===== src/rtl/ld_order_pkg.sv =====
package ld_order_pkg;

  typedef enum logic [1:0] {
    CHK_GO        = 2'd0,
    CHK_ADDR_WAIT = 2'd1,
    CHK_DATA_WAIT = 2'd2
  } chk_code_e;

  // store with ID sid is program-order older than (or equal to) the color
  function automatic logic older_or_same(input int unsigned sid, input int unsigned color);
    return sid <= color;
  endfunction

  // address equality for a resolved store
  function automatic logic addr_hit(input logic aok, input logic [31:0] sa, input logic [31:0] la);
    return aok && (sa == la);
  endfunction

endpackage


===== src/rtl/ld_order_match.sv =====
module ld_order_match
  import ld_order_pkg::*;
#(
  parameter int SB_N = 4,
  parameter int AW   = 8,
  parameter int DW   = 8,
  localparam int SIDW = $clog2(SB_N)
) (
  input  logic [AW-1:0]      ld_addr,
  input  logic [SIDW-1:0]    ld_color,
  input  logic [SB_N-1:0]    sb_vld,
  input  logic [SB_N-1:0]    sb_aok,
  input  logic [SB_N-1:0]    sb_dok,
  input  logic [SB_N*AW-1:0] sb_addr,
  input  logic [SB_N*DW-1:0] sb_data,
  output chk_code_e          code,
  output logic [SIDW-1:0]    wsid,
  output logic               fwd,
  output logic [DW-1:0]      fwd_data
);

  logic [SB_N-1:0] rel;
  logic [SB_N-1:0] eq;
  logic            unres;
  logic [SIDW-1:0] unres_sid;
  logic            hit;
  logic [SIDW-1:0] hit_sid;

  for (genvar g = 0; g < SB_N; g++) begin : g_ent
    assign rel[g] = sb_vld[g] && older_or_same(g, int'(ld_color));
    assign eq[g]  = rel[g] && addr_hit(sb_aok[g], 32'(sb_addr[g*AW +: AW]), 32'(ld_addr));
  end

  always_comb begin
    unres     = 1'b0;
    unres_sid = '0;
    for (int i = SB_N - 1; i >= 0; i--) begin
      if (rel[i] && !sb_aok[i]) begin
        unres     = 1'b1;
        unres_sid = SIDW'(i);
      end
    end
    hit     = 1'b0;
    hit_sid = '0;
    for (int i = 0; i < SB_N; i++) begin
      if (eq[i]) begin
        hit     = 1'b1;
        hit_sid = SIDW'(i);
      end
    end
  end

  always_comb begin
    if (unres)                        code = CHK_ADDR_WAIT;
    else if (hit && !sb_dok[hit_sid]) code = CHK_DATA_WAIT;
    else                              code = CHK_GO;
    wsid     = unres ? unres_sid : hit_sid;
    fwd      = !unres && hit && sb_dok[hit_sid];
    fwd_data = fwd ? sb_data[int'(hit_sid)*DW +: DW] : '0;
  end

endmodule


===== src/rtl/ld_order_table.sv =====
module ld_order_table #(
  parameter int LD_N = 4,
  parameter int SB_N = 4,
  parameter int AW   = 8,
  localparam int LIDW = $clog2(LD_N),
  localparam int SIDW = $clog2(SB_N)
) (
  input  logic            clk,
  input  logic            rst_n,
  input  logic            alloc_vld,
  input  logic [LIDW-1:0] alloc_lid,
  input  logic [AW-1:0]   alloc_addr,
  input  logic [SIDW-1:0] alloc_color,
  input  logic [SIDW-1:0] alloc_wsid,
  input  logic            wk_vld,
  input  logic [SIDW-1:0] wk_sid,
  input  logic            take,
  output logic            pick_vld,
  output logic [LIDW-1:0] pick_lid,
  output logic [AW-1:0]   pick_addr,
  output logic [SIDW-1:0] pick_color
);

  logic [LD_N-1:0] occ;
  logic [LD_N-1:0] rdy;
  logic [AW-1:0]   e_addr [LD_N];
  logic [SIDW-1:0] e_col  [LD_N];
  logic [SIDW-1:0] e_wsid [LD_N];

  always_ff @(posedge clk) begin
    if (!rst_n) begin
      occ <= '0;
      rdy <= '0;
      for (int i = 0; i < LD_N; i++) begin
        e_addr[i] <= '0;
        e_col[i]  <= '0;
        e_wsid[i] <= '0;
      end
    end else begin
      for (int i = 0; i < LD_N; i++) begin
        if (alloc_vld && alloc_lid == LIDW'(i)) begin
          occ[i]    <= 1'b1;
          rdy[i]    <= wk_vld && (wk_sid == alloc_wsid);
          e_addr[i] <= alloc_addr;
          e_col[i]  <= alloc_color;
          e_wsid[i] <= alloc_wsid;
        end else if (take && pick_lid == LIDW'(i)) begin
          occ[i] <= 1'b0;
          rdy[i] <= 1'b0;
        end else if (occ[i] && wk_vld && wk_sid == e_wsid[i]) begin
          rdy[i] <= 1'b1;
        end
      end
    end
  end

  always_comb begin
    pick_vld = 1'b0;
    pick_lid = '0;
    for (int i = LD_N - 1; i >= 0; i--) begin
      if (occ[i] && rdy[i]) begin
        pick_vld = 1'b1;
        pick_lid = LIDW'(i);
      end
    end
  end

  assign pick_addr  = e_addr[pick_lid];
  assign pick_color = e_col[pick_lid];

  assert_alloc_free_R7: assert property (@(posedge clk) disable iff (!rst_n)
    alloc_vld |-> !occ[alloc_lid]);

  assert_take_ready_R8: assert property (@(posedge clk) disable iff (!rst_n)
    take |-> (occ[pick_lid] && rdy[pick_lid]));

  assert_take_frees_R8: assert property (@(posedge clk) disable iff (!rst_n)
    take |=> !occ[$past(pick_lid)]);

endmodule


===== src/rtl/ld_order_check.sv =====
module ld_order_check
  import ld_order_pkg::*;
#(
  parameter int SB_N = 4,
  parameter int LD_N = 4,
  parameter int AW   = 8,
  parameter int DW   = 8,
  localparam int SIDW = $clog2(SB_N),
  localparam int LIDW = $clog2(LD_N)
) (
  input  logic               clk,
  input  logic               rst_n,
  input  logic               iss_vld,
  input  logic [LIDW-1:0]    iss_lid,
  input  logic [SIDW-1:0]    iss_color,
  input  logic [AW-1:0]      iss_addr,
  input  logic [SB_N-1:0]    sb_vld,
  input  logic [SB_N-1:0]    sb_aok,
  input  logic [SB_N-1:0]    sb_dok,
  input  logic [SB_N*AW-1:0] sb_addr,
  input  logic [SB_N*DW-1:0] sb_data,
  input  logic               wk_vld,
  input  logic [SIDW-1:0]    wk_sid,
  output logic               res_vld,
  output logic [LIDW-1:0]    res_lid,
  output logic [1:0]         res_code,
  output logic               res_fwd,
  output logic [DW-1:0]      res_data,
  output logic               res_retry
);

  // check stage
  logic            s2_vld;
  logic [LIDW-1:0] s2_lid;
  logic [SIDW-1:0] s2_color;
  logic [AW-1:0]   s2_addr;
  logic            s2_retry;

  // named internal events
  logic            tbl_pick_vld;
  logic [LIDW-1:0] tbl_pick_lid;
  logic [AW-1:0]   tbl_pick_addr;
  logic [SIDW-1:0] tbl_pick_color;
  logic            tbl_take;
  logic            blk_alloc;
  chk_code_e       chk_code;
  logic [SIDW-1:0] chk_wsid;
  logic            chk_fwd;
  logic [DW-1:0]   chk_data;
  chk_code_e       s3_code;

  assign tbl_take  = tbl_pick_vld && !iss_vld;
  assign blk_alloc = s2_vld && (chk_code != CHK_GO);

  always_ff @(posedge clk) begin
    if (!rst_n) begin
      s2_vld   <= 1'b0;
      s2_lid   <= '0;
      s2_color <= '0;
      s2_addr  <= '0;
      s2_retry <= 1'b0;
    end else if (iss_vld) begin
      s2_vld   <= 1'b1;
      s2_lid   <= iss_lid;
      s2_color <= iss_color;
      s2_addr  <= iss_addr;
      s2_retry <= 1'b0;
    end else if (tbl_take) begin
      s2_vld   <= 1'b1;
      s2_lid   <= tbl_pick_lid;
      s2_color <= tbl_pick_color;
      s2_addr  <= tbl_pick_addr;
      s2_retry <= 1'b1;
    end else begin
      s2_vld   <= 1'b0;
      s2_retry <= 1'b0;
    end
  end

  ld_order_match #(.SB_N(SB_N), .AW(AW), .DW(DW)) u_match (
    .ld_addr  (s2_addr),
    .ld_color (s2_color),
    .sb_vld   (sb_vld),
    .sb_aok   (sb_aok),
    .sb_dok   (sb_dok),
    .sb_addr  (sb_addr),
    .sb_data  (sb_data),
    .code     (chk_code),
    .wsid     (chk_wsid),
    .fwd      (chk_fwd),
    .fwd_data (chk_data)
  );

  ld_order_table #(.LD_N(LD_N), .SB_N(SB_N), .AW(AW)) u_table (
    .clk         (clk),
    .rst_n       (rst_n),
    .alloc_vld   (blk_alloc),
    .alloc_lid   (s2_lid),
    .alloc_addr  (s2_addr),
    .alloc_color (s2_color),
    .alloc_wsid  (chk_wsid),
    .wk_vld      (wk_vld),
    .wk_sid      (wk_sid),
    .take        (tbl_take),
    .pick_vld    (tbl_pick_vld),
    .pick_lid    (tbl_pick_lid),
    .pick_addr   (tbl_pick_addr),
    .pick_color  (tbl_pick_color)
  );

  // result stage
  always_ff @(posedge clk) begin
    if (!rst_n) begin
      res_vld   <= 1'b0;
      res_lid   <= '0;
      s3_code   <= CHK_GO;
      res_fwd   <= 1'b0;
      res_data  <= '0;
      res_retry <= 1'b0;
    end else begin
      res_vld   <= s2_vld;
      res_lid   <= s2_vld ? s2_lid : '0;
      s3_code   <= s2_vld ? chk_code : CHK_GO;
      res_fwd   <= s2_vld && chk_fwd;
      res_data  <= s2_vld ? chk_data : '0;
      res_retry <= s2_vld && s2_retry;
    end
  end

  assign res_code = s3_code;

  assert_addr_wait_R2: assert property (@(posedge clk) disable iff (!rst_n)
    (s2_vld && chk_code == CHK_ADDR_WAIT) |->
      (sb_vld[chk_wsid] && !sb_aok[chk_wsid] && chk_wsid <= s2_color));

  assert_data_wait_R3: assert property (@(posedge clk) disable iff (!rst_n)
    (s2_vld && chk_code == CHK_DATA_WAIT) |->
      (sb_aok[chk_wsid] && !sb_dok[chk_wsid] && sb_addr[int'(chk_wsid)*AW +: AW] == s2_addr));

  assert_fwd_go_R4: assert property (@(posedge clk) disable iff (!rst_n)
    (res_vld && res_fwd) |-> (res_code == 2'd0));

  assert_latency_R6: assert property (@(posedge clk) disable iff (!rst_n)
    iss_vld |=> ##1 (res_vld && !res_retry));

  assert_retry_path_R7: assert property (@(posedge clk) disable iff (!rst_n)
    tbl_take |=> (s2_vld && s2_retry));

  assert_fresh_first_R9: assert property (@(posedge clk) disable iff (!rst_n)
    (iss_vld && tbl_pick_vld) |=> (s2_vld && !s2_retry && s2_lid == $past(iss_lid)));

endmodule


===== config.mk =====
export PLATFORM = sky130hd
export DESIGN_NAME = ld_order_check
export DESIGN_NICKNAME = d
export VERILOG_FILES = /design/src/rtl/ld_order_pkg.sv /design/src/rtl/ld_order_match.sv /design/src/rtl/ld_order_table.sv /design/src/rtl/ld_order_check.sv
export SDC_FILE = /design/constraint.sdc
export NUM_CORES = 1
export LEC_CHECK = 0
export ABC_AREA = 1
export CORE_AREA = 5 5 147 114
export DETAILED_ROUTE_END_ITERATION = 10
export DIE_AREA = 0 0 152 119
export PLACE_DENSITY = 0.57
export SYNTH_ARGS = -nofsm -noshare
export SYNTH_HDL_FRONTEND = slang
export SYNTH_HIERARCHICAL = 1
export SYNTH_SLANG_ARGS = --single-unit

===== constraint.sdc =====
create_clock -name clk -period 2.7 [get_ports clk]
set_input_delay 0.405 -clock clk [delete_from_list [all_inputs] [get_ports clk]]
set_output_delay 0.405 -clock clk [all_outputs]
set_load 0.1 [all_outputs]

==> run metrics, run 1 <==
worst skew pair latency between 0.3 and 0.4 ns; main combinational cell family by area after synthesis simple AND/OR/NAND/NOR gates; ys async rst share 0%; top-count cell post-synth nand2_1; Starting Density between 30 and 40%; DR WL/cell between 10 and 15 µm; Worst EP required approximately 2.8 ns; share of cells above drive strength 1 ~22%; crit end category register; Fillers approximately 1600; Synth Register Bits 85; synth unique cells 37; I/O pin count 109; crit path from sb_aok[1]; fin nets ~970; setup TNS 0 ns; Placer Congestion ~0.84; H-tree levels 3; Compound-Gate Fraction of Synth Area ~2.1%; Finished Cell Area between 0.007 and 0.008 mm²; xor/xnor cell area share of the yosys netlist roughly 1.2%; Worst-Margin Slew around 0.63 ns; DR pass1 iterations 4; Sw Pwr between 700 and 800 µW; Via-to-Cell Ratio between 4 and 5; Global Route Usage Sum approximately 16%; synthesized netlist cell count 728; clk slew on worst S/H paths approximately 0.060 ns; register area share after synthesis 42.0%; most used cell, CP nor2_2; remaining global-route overflow 0; pwr/cell area 426 mW/mm²; post-synthesis simple-gate area fraction around 42%; port buffer count around 110; DR iter-0 viols 272; leak pwr 3.49 nW; CP max-delay cell clkdlybuf4s50_1; peak fanout along the critical path 6; max-slew violations 0; CTS tree yes; clock sinks between 80 and 90; Final setup viols 0; Reg power frac around 46%; vias in the first global route 4626; Comb pwr share about 14%; Post-Route Utilization about half; Max Buffers Root-to-Sink 2; Reg-to-Reg Start s2_addr[7]$_SDFFE_PN0P_; die height ~120 µm; clock share of power 39.5%; minimum clock period ~2.6 ns; drt drc 0; largest net degree at the start of global routing 25; synthesis-to-layout area growth 40.2%; HP Start s2_retry$_SDFF_PP0_; synthesized area per cell 7.14 µm²; worst setup path class in2reg; first-pass GRT wire length between 20 and 25 mm; adder-cell area share of the yosys netlist 0%; Vias 4842; Synth Warn # 6; worst vdd ir a little under 0.3 mV; ys flop type edfxtp_1; drt total wl 14.5 mm; die width approximately 150 µm; leading area contributor after synthesis edfxtp_1; Netlist Area Pre-Place between 0.005 and 0.006 mm²; Placed Area 0.00671 mm²; diode count 0; post-route ant nets 0; max incr delay on CP 0.50 ns; worst-path cell chain clkdlybuf4s50_1, nand2_1, nor2_2, nand3_2, nor2_4, buf_6, nor2_1, nor2_1, nand2_2, nand2_2, nor2_4, o21a_1, buf_4, nand2_4, nor2_2, inv_2, clkbuf_16, nor2_2; hpwl dp ~11 mm; post-synthesis mux area share 0%; Period Utilization, post-route a little over nine tenths; max-cap viol count 0; Int Power 2.38 mW; startpoint types input pin; DIE AREA ~0.018 mm²; Fmax 386 MHz; hold_ws 0.445 ns; post-synth top area share 27.7%; clock skew approximately 0.0077 ns; CTS root buf clkbuf_16; EDFF count, synth 48; TritonCTS Buffers 9; syn_nets 822; Synth top cells by count nand2_1, nor2_1, inv_1; switching portion of total power 23.5%; Hold Vio Cnt, Final 0; CP arrival approximately 2.7 ns; # hold bufs at CTS 0; hold crit path type reg2reg; row cnt 39; run status finished clean; Design Power around 3.1 mW; top cells by area, synth edfxtp_1, dfxtp_1, nand2_1, nor2_1, nand3_1; initial antenna violation count 0; Max-Slew Margin vs Limit between 50% and 60%; core area 0.0150 mm²
==> final timing paths <==
path                            cells after the start  slack (ns)                                 end
worst max-delay path                               18        0.11  u_table/e_addr[2][6]$_SDFFCE_PN0P_
worst min-delay path                                2        0.44                res_retry$_SDFF_PN0_
worst max register to register                     19        0.13  u_table/e_addr[2][6]$_SDFFCE_PN0P_
worst min register to register                      2        0.44                res_retry$_SDFF_PN0_
==> power by group through the flow <==
stage               clock, mW  sequential, mW  combinational (mW)
floorplan                   0            1.46               0.190
global placement            0            1.46               0.427
detailed placement          0            1.46               0.428
CTS                      1.26            1.43               0.433
global route             1.31            1.44               0.491
finish                   1.23            1.43               0.445
==> repair_timing <==
item	CTS	global route
endpoints found under the setup margin	24	103
setup buffers	2	5
pin swaps	2	12
gates resized for setup	3	64
gates cloned	0	2
==> stage by stage <==
step / cells / worst slack (ns)
6_report: 1089 / 0.109
5_1_grt: 1089 / -0.0263
4_1_cts: 1082 / 0.0367
3_5_place_dp: 1064 / -0.467
3_3_place_gp: 1064 / -0.337
2_1_floorplan: 728 / 0.237
==> cells in the final DEF (no fill, tap or decap), types with 4 or more instances in the layout <==
master           count
xor2_1               5
clkdlybuf4s50_1     74
clkinv_1             9
inv_2               21
nand4_1              4
dfxtp_1             31
clkbuf_16           13
nand2_2             20
buf_4               59
inv_1               88
nand3b_1            18
nand2_4              6
dlymetal6s2s_1      19
nand3_1             73
nand2_1            183
edfxtp_1            48
nand3_2              7
buf_12               5
nor2_1             116
dfxtp_2              4
inv_4                5
nor2_4               5
nor2_2              33
==> final cells by class <==
type / instances / area, µm² / share of cell area, %
repair buffers: 161 / 1590 / 21.9
inverters: 123 / 474 / 6.50
multi-input cells: 499 / 2470 / 33.9
well taps: 205 / 256 / 3.52
flip-flops and latches: 85 / 2190 / 30.1
clock buffers: 14 / 288 / 3.95
clock inverters: 2 / 13.8 / 0.189
==> cells by family after synthesis <==
family | count (synthesis)
buf+inv | 144
flops | 85
compound gates | 18
xor+xnor | 7
simple gates | 474
==> sequential cells by signal (all words and copies together), names as in the netlist, 2 cells and up <==
signal and flops:
u_table/e_addr 32, res_data 8, s2_addr 8, u_table/e_col 8, u_table/e_wsid 8, u_table/occ 4
u_table/rdy 4, res_code 2, res_lid 2, s2_color 2, s2_lid 2
==> per-layer routing <==
layer	up-vias	GRT usage, %	wire length [µm]
li1	2546	-	-
met1	2162	22.6	7500
met3	13	4.10	752
met5	-	0	0
met2	121	23.9	6110
met4	0	3.59	181
==> worst max-delay path, delay by kind of cell <==
kind | cells | cell delay (ns)
AND/OR/NAND/NOR | 12 | 0.95
AO/OA/AOI/OAI | 1 | 0.23
buffers and inverters | 5 | 1.08
No activity file was read; power rests on OpenSTA's default activity.
==> inputs of run 2 (changes only) <==
CAP_MARGIN = 20   (was unset)
==> results of run 2 <==
The final DEF is identical to that of run 1; final timing and power are the same.
==> inputs of run 3 (changes only) <==
GPL_TIMING_DRIVEN = 1   (was unset)
HOLD_SLACK_MARGIN = 0.03   (was unset)
clock period = 3 ns   (was 2.7 ns; I/O delays follow)
==> run 3 against run 2 <==
Compared with the run above: register-to-register slack better by 0.15 ns; cell count down 2.1%; clock-buffer cell count down 1.
==> run metrics, run 3 (same netlist as run 1, synthesis figures left out) <==
run status finished clean; most frequent cells in the layout nand2_1, nor2_1, clkdlybuf4s50_1, inv_1, nand3_1; clock sinks 85; Sw Pwr ~650 µW; register area 0.00218 mm²; drt drc 0; CP arrival ~2.8 ns; diode count 0; Placed Area 0.00661 mm²; DR pass1 iterations 5; port buffer count 108; minimum clock period around 2.8 ns; worst vdd ir approximately 0.27 mV; hold crit path type reg2reg; fin nets 950; Fillers around 1600; switching portion of total power around 22%; die height 119 µm; leak pwr 3.16 nW; H-tree levels 3; Finished Cell Area about 0.0069 mm²; CTS tree yes; Reg power frac 44.6%; startpoint types input pin; Worst EP required between 3 and 4 ns; Global Route Usage Sum 15.4%; initial antenna violation count 0; core area about 0.015 mm²; crit end category register; Period Utilization, post-route between 90% and 100%; setup ws final ~0.24 ns; drt total wl between 10 and 15 mm; Reg with most FFs u_table/e_addr; Placer Congestion around 0.84; Int Power between 2 and 2.5 mW; area of the multi-input gates 0.00237 mm²; synthesis-to-layout area growth 33.5%; leading cell type in the layout, fill and taps excluded nand2_1; Max-Slew Margin vs Limit 46.8%; post-route ant nets 0; remaining global-route overflow 0; postcts setup bufs 0; die width about 150 µm; largest net degree at the start of global routing 25; Worst-Margin Slew 0.795 ns; pre-CTS setup slack -0.130 ns; clock skew between 0.005 and 0.006 ns; worst skew pair latency around 0.34 ns; Fmax ~360 MHz; Post-Route Utilization between 40% and 50%; Hold Vio Cnt, Final 0; hold_ws 0.423 ns; max-cap viol count 0; vias in the first global route between 4000 and 5000; DIE AREA 0.0181 mm²; Via-to-Cell Ratio between 4 and 5; Starting Density between 30% and 40%; dpl cells about 1100; clock share of power ~43%; max FFs per register 32; first-pass GRT wire length around 23 mm; Max Buffers Root-to-Sink 2; unrepaired setup endpoints after global routing no; pwr/cell area between 400 and 500 mW/mm²; final std cells w/o fill approximately 1100; Comb pwr share approximately an eighth; max-slew violations 0; clk slew on worst S/H paths roughly 0.06 ns; TritonCTS Buffers 9; peak fanout along the critical path 12; Vias approximately 4700; CTS root buf clkbuf_16; share of cells above drive strength 1 between 15 and 20%; hpwl dp between 10 and 15 mm; I/O pin count between 100 and 150; worst setup path class in2reg; row cnt 39; Final setup viols 0; DR WL/cell approximately 13 µm; DR iter-0 viols between 200 and 250
[run 3: cell count changes in the layout (fill, tap and decap cells not counted), moves of 6 or more]
cell / delta
dlymetal6s2s_1: -19
nor2_2: -9
nor2_1: +11
nand2_1: +9
clkdlybuf4s50_1: +19
dfxtp_1: +6
buf_4: -19
nand2_2: -7
[run 3: worst max-delay path, stage by stage]
cell and delay (ns):
clkdlybuf4s50_1 0.49, inv_1 0.05, nand2_1 0.05, nand2_1 0.04, nor2_1 0.18, nand3_2 0.12
nor2_4 0.18, nand2_4 0.09, nand2_4 0.06, nand2_1 0.04, nand2_1 0.06, nand2_2 0.05
nor2_1 0.14, o21a_1 0.20, nor3b_2 0.26, nor2_1 0.09, inv_1 0.10, buf_12 0.15
[run 3: worst paths after layout]
check                                        startpoint                                 end  slack [ns]  cells after the start
worst max-delay path                        sb_addr[15]  u_table/e_addr[0][3]$_SDFFCE_PN0P_        0.24                     18
worst min-delay path                s2_retry$_SDFF_PP0_                res_retry$_SDFF_PN0_        0.42                      2
worst max register to register  s2_addr[1]$_SDFFE_PN0P_  u_table/e_addr[0][3]$_SDFFCE_PN0P_        0.28                     15
worst min register to register      s2_retry$_SDFF_PP0_                res_retry$_SDFF_PN0_        0.42                      2
[run 3: final cells by class]
| cell class | count | share of cell area, % |
|---|---|---|
| Multi-Input combinational cell | 499 | 34.1 |
| Sequential cell | 85 | 31.4 |
| Timing Repair Buffer | 138 | 19.2 |
| Inverter | 123 | 6.76 |
| Clock buffer | 13 | 3.82 |
| Tap cell | 205 | 3.70 |
| Clock inverter | 3 | 0.992 |
[run 3: per-layer routing]
layer  part of all wire [%]  vias up  GRT usage, %
li1                       -     2500             -
met1                     53     2089          23.2
met2                     41      126          22.7
met3                    4.7        9          3.63
met4                   0.58        0          2.58
met5                      0        -             0
[run 3: per-stage QoR]
stage / power (mW) / TNS, ns
4_1_cts: 2.92 / 0
2_1_floorplan: 1.49 / 0
5_1_grt: 3.00 / 0
3_3_place_gp: 1.69 / -1.79
3_5_place_dp: 1.69 / -3.67
6_report: 2.90 / 0
[run 3: power groups by stage]
stage	registers (mW)	clock network [mW]	logic [mW]
floorplan	1.32	0	0.171
global placement	1.32	0	0.371
detailed placement	1.32	0	0.372
CTS	1.29	1.25	0.374
global route	1.30	1.29	0.410
finish	1.29	1.23	0.372
[run 3: what timing repair did]
action / in CTS / in global routing
setup endpoints to repair: 0 / 12
hold buffers: 0 / 0
gates resized for setup: 0 / 1
